==> src/rtl/bit_test_unit.sv <==
module bit_test_unit #(
  parameter int DW = 64,
  parameter int IW = 6
) (
  input  logic          clk,
  input  logic          rst,
  input  logic          req_valid,
  input  logic [1:0]    op_sel,
  input  logic [1:0]    width_sel,
  input  logic [IW-1:0] bit_idx,
  input  logic [DW-1:0] opnd,
  input  logic [DW-1:0] tmask,
  output logic [DW-1:0] res_data,
  output logic          flag_c,
  output logic          flag_z,
  output logic          err_pulse
);
  localparam logic [1:0] OP_TEST = 2'd0;
  localparam logic [1:0] OP_CLR  = 2'd1;
  localparam logic [1:0] OP_INV  = 2'd2;
  localparam logic [1:0] OP_AND  = 2'd3;

  logic [IW-1:0] idx_eff;
  logic [DW-1:0] wmask;
  logic [DW-1:0] bit_oh;
  logic [DW-1:0] next_data;
  logic          old_bit;
  logic          and_zero;
  logic          illegal;

  assign illegal = (width_sel == 2'd0);

  always_comb begin
    idx_eff = '0;
    wmask   = '0;
    case (width_sel)
      2'd1: begin
        idx_eff = {2'b00, bit_idx[3:0]};
        wmask   = {{(DW-16){1'b0}}, {16{1'b1}}};
      end
      2'd2: begin
        idx_eff = {1'b0, bit_idx[4:0]};
        wmask   = {{(DW-32){1'b0}}, {32{1'b1}}};
      end
      2'd3: begin
        idx_eff = bit_idx;
        wmask   = '1;
      end
      default: ;
    endcase
  end

  assign bit_oh   = {{(DW-1){1'b0}}, 1'b1} << idx_eff;
  assign old_bit  = |(opnd & bit_oh);
  assign and_zero = ~|(opnd & tmask & wmask);

  always_comb begin
    case (op_sel)
      OP_CLR:  next_data = opnd & ~bit_oh;
      OP_INV:  next_data = opnd ^ bit_oh;
      default: next_data = opnd;
    endcase
  end

  always_ff @(posedge clk) begin
    if (rst) begin
      res_data  <= '0;
      flag_c    <= 1'b0;
      flag_z    <= 1'b0;
      err_pulse <= 1'b0;
    end else begin
      err_pulse <= req_valid & illegal;
      if (req_valid && !illegal) begin
        res_data <= next_data;
        if (op_sel == OP_AND) flag_z <= and_zero;
        else                  flag_c <= old_bit;
      end
    end
  end

  logic unused_test;
  assign unused_test = (op_sel == OP_TEST);
endmodule

==> config.mk <==
export PLATFORM = sky130hd
export DESIGN_NAME = bit_test_unit
export DESIGN_NICKNAME = d
export VERILOG_FILES = /design/src/rtl/bit_test_unit.sv
export SDC_FILE = /design/constraint.sdc
export NUM_CORES = 1
export LEC_CHECK = 0
export BUFFER_PORTS_ARGS = -buffer_cell sky130_fd_sc_hd__buf_2
export CORE_MARGIN = 8
export CORE_UTILIZATION = 49
export CTS_BUF_LIST = sky130_fd_sc_hd__clkbuf_4
export DETAILED_ROUTE_END_ITERATION = 10
export PLACE_DENSITY_LB_ADDON = 0.05
export RECOVER_POWER = 100
export SYNTH_ARGS = -nofsm -noshare
export SYNTH_HDL_FRONTEND = slang
export SYNTH_SLANG_ARGS = --single-unit
export TNS_END_PERCENT = 30
==> constraint.sdc <==
create_clock -name clk -period 2.6 [get_ports clk]
set_clock_uncertainty 0.2 [all_clocks]
set_input_delay 0.39 -clock clk [delete_from_list [all_inputs] [get_ports clk]]
set_output_delay 0.39 -clock clk [all_outputs]
set_load 0.02 [all_outputs]
==> metrics.md <==
| Metric | Value |
|---|---|
| Share of post-route cells with drive strength above 1 | `19.75%` |
| Vias post-DR | `around 7.3k` |
| Drt pass-1 iters | `5` |
| Detailed placer's ending HPWL | `18290 um` |
| GRT Total Usage | `~26%` |
| Status | `finished clean` |
| Core area | `around 13000 sq um` |
| Register area share after synthesis | `around 20%` |
| Min Clock Period, post-route | `approximately 2.4 ns` |
| Hold_buf cts | `0` |
| Rows | `between 40 and 50` |
| Pin count of the biggest net entering global routing | `65` |
| Max H-tree Level | `3` |
| Leak pwr | `around 4.3 nW` |
| Arrival time worst endpoint | `roughly 2.6 ns` |
| Commonest cells in the netlist | `nand2_1, ha_1, inv_1` |
| Synth warn | `0` |
| Routability congestion estimate | `about 0.96` |
| Sw power | `1.068 mW` |
| Critical path fanouts, max | `6` |
| Syn Inst Count | `approximately 950` |
| Worst Min Path Start | `req_valid` |
| Clock Sinks | `67` |
| Area contributors post-synth | `ha_1, dfxtp_1, nand2_1, a22oi_1, inv_1` |
| Postcts setup bufs | `0` |
| IO Port Bufs | `207` |
| Worst-Margin Slew | `0.5612 ns` |
| Pwr/cell area | `approximately 340 nW/um^2` |
| Worst min-delay path class | `input port to flip-flop` |
| Top-count cell post-synth | `nand2_1` |
| Pint | `~1.8 mW` |
| Final setup margin | `0.1595 ns` |
| CTS Buf Count | `9` |
| Fmax | `a little over 400 MHz` |
| Max-cap viol count | `0` |
| Clock transition at the registers of the reported paths | `around 0.12 ns` |
| Max Slew Vio Count | `0` |
| Syn_area_per_cell | `about 6.9 sq um` |
| Crit start category | `input port` |
| CTS max path bufs | `2` |
| DRC | `0` |
| Nets | `around 1.5k` |
| Vias in the first global route | `just over 7k` |
| Combinational Power Share | `35.0%` |
| Crit end category | `flip-flop` |
| Synth Register Bits | `between 60 and 70` |
| Post-Syn Area | `6611 sq um` |
| Critical Path RT | `around 2.8 ns` |
| RR Startpoint | `flag_z` |
| Chip Width | `roughly 130 um` |
| Area Growth Syn to Fin | `25.64%` |
| Post-DRT Antenna Nets | `0` |
| Routed WL | `roughly 23000 um` |
| Clock latency on the worst-skew pair | `between 0.4 and 0.5 ns` |
| Initial antenna violation count | `1` |
| Post-synth EDFFs | `0` |
| Die Y | `between 100 and 150 um` |
| Initial drt markers | `about 460` |
| Top-area cell type share of the netlist area | `24.79%` |
| Ys async rst share | `0%` |
| Fillers | `between 1k and 1.5k` |
| First-pass GRT wire length | `36830 um` |
| Slew HR | `62.58%` |
| IO Count | `208` |
| Unique cell type count in the Yosys netlist | `35` |
| RSZ-0062 raised after global routing | `false` |
| Final setup violating endpoints | `0` |
| Main synth FF type | `dfxtp_1` |
| Clock Tree Root | `clkbuf_4` |
| Final Hold Vio Count | `0` |
| Starting density of the core | `50.12%` |
| Sw Share | `between 30% and 40%` |
| Crit path launch | `width_sel[1]` |
| Sequential Power Share | `39.5%` |
| Clock Power Share | `about a quarter` |
| Final period util | `between 90% and 100%` |
| Worst ir drop on vdd | `0.2415 mV` |
| Die area | `around 17000 sq um` |
| Total grt overflow | `0` |
| Area leader, netlist | `ha_1` |
| CTS tree | `yes` |
| Critical path class | `input port to flip-flop` |
| Syn nets | `around 1.2k` |
| Core Util, Final | `between 60% and 70%` |
| Setup TNS | `0 ns` |
| Routed wire per std cell | `16.68 um` |
| Pre-CTS setup slack | `-0.3505 ns` |
| Routed vias/inst | `roughly 5.3` |
## routing by layer
layer  vias up  GRT usage, %  share of wire (%)
li1       3676             -                  -
met1      3313         31.57                 45
met2       230         44.20                 47
met3        32         5.907                6.1
met4         0         8.232                2.0
met5         -             0                  0
## layout by cell type, fill, tap and decap left out, types with 2 or more instances in the layout
| cell | instances |
|---|---|
| nor2_1 | 35 |
| nor4_1 | 16 |
| nand4_1 | 9 |
| inv_1 | 116 |
| nand3_1 | 5 |
| clkbuf_4 | 28 |
| buf_4 | 40 |
| a21oi_1 | 66 |
| a22oi_1 | 77 |
| buf_12 | 7 |
| buf_2 | 139 |
| dfxtp_1 | 67 |
| ha_1 | 129 |
| clkbuf_1 | 80 |
| a221oi_2 | 3 |
| clkinv_2 | 3 |
| a22o_1 | 8 |
| a221oi_1 | 6 |
| o21ai_0 | 64 |
| nor3_1 | 2 |
| and3_1 | 2 |
| clkinvlp_4 | 2 |
| a22oi_2 | 3 |
| nand2_1 | 271 |
| nor3_2 | 2 |
## power by group through the flow
stage               registers (mW)  logic (mW)  clock network (mW)
finish                        1.12       0.986               0.719
global route                  1.12        1.10               0.794
CTS                           1.11        1.01               0.738
detailed placement            1.14        1.01                   0
global placement              1.13        1.00                   0
floorplan                     1.21       0.475                   0
## path summary, 6_finish.rpt
check	endpoint	slack (ns)	depth (start not counted)
setup / recovery	flag_c	0.16	12
hold / removal	err_pulse	0.08	2
setup reg to reg	flag_z	1.58	2
hold reg to reg	res_data[20]	0.26	2
## critical path: stages
cell      delay [ns]
buf_2           0.10
or2_1           0.32
nand3_1         0.20
clkbuf_4        0.16
nor2_1          0.07
nand2_1         0.17
inv_1           0.06
ha_1            0.19
nor4_2          0.47
nand4_1         0.13
nor3_1          0.21
a211oi_1        0.10
## kinds of logic (layout without fill, tap and decap cells)
| group | count (synthesis) | count (layout) | share of synthesized area (%) |
|---|---|---|---|
| flops | 67 | 67 | 20.29 |
| fa+ha+maj | 131 | 131 | 24.79 |
| other cells | 0 | 1 | 0 |
| simple gates | 352 | 352 | 21.82 |
| compound gates | 233 | 233 | 22.62 |
| buf+inv | 171 | 417 | 10.48 |
## through the flow
stage          hold slack, ns  instance area, sq um  power [mW]  std cells
5_1_grt               0.06530                  8307       3.017       1377
4_1_cts               0.05334                  8438       2.865       1376
6_report              0.08352                  8307       2.821       1377
2_1_floorplan          0.3327                  6611       1.687        954
3_5_place_dp           0.2435                  8302       2.146       1360
3_3_place_gp           0.2395                  8302       2.134       1360
## what timing repair did
action,in CTS,in global routing
setup endpoints to repair,0,1
gates resized for setup,0,1
endpoints found under the hold margin,0,0
## area by class of cell
type | instances | area [sq um] | area share [%]
multi-input cells | 716 | 4592 | 55.28
repair buffers | 285 | 1579 | 19.01
flip-flops and latches | 67 | 1341 | 16.15
inverters | 116 | 435.4 | 5.242
well taps | 176 | 220.2 | 2.651
clock inverters | 7 | 68.82 | 0.8284
clock buffers | 9 | 67.56 | 0.8134
diodes | 1 | 2.502 | 0.03013
## state kept, by name, summed over array words and instances (netlist names)
| signal | flops |
|---|---|
| flag_c | 1 |
| err_pulse | 1 |
| res_data | 64 |
| flag_z | 1 |
Note: power is estimated with default switching activity, not from simulation.
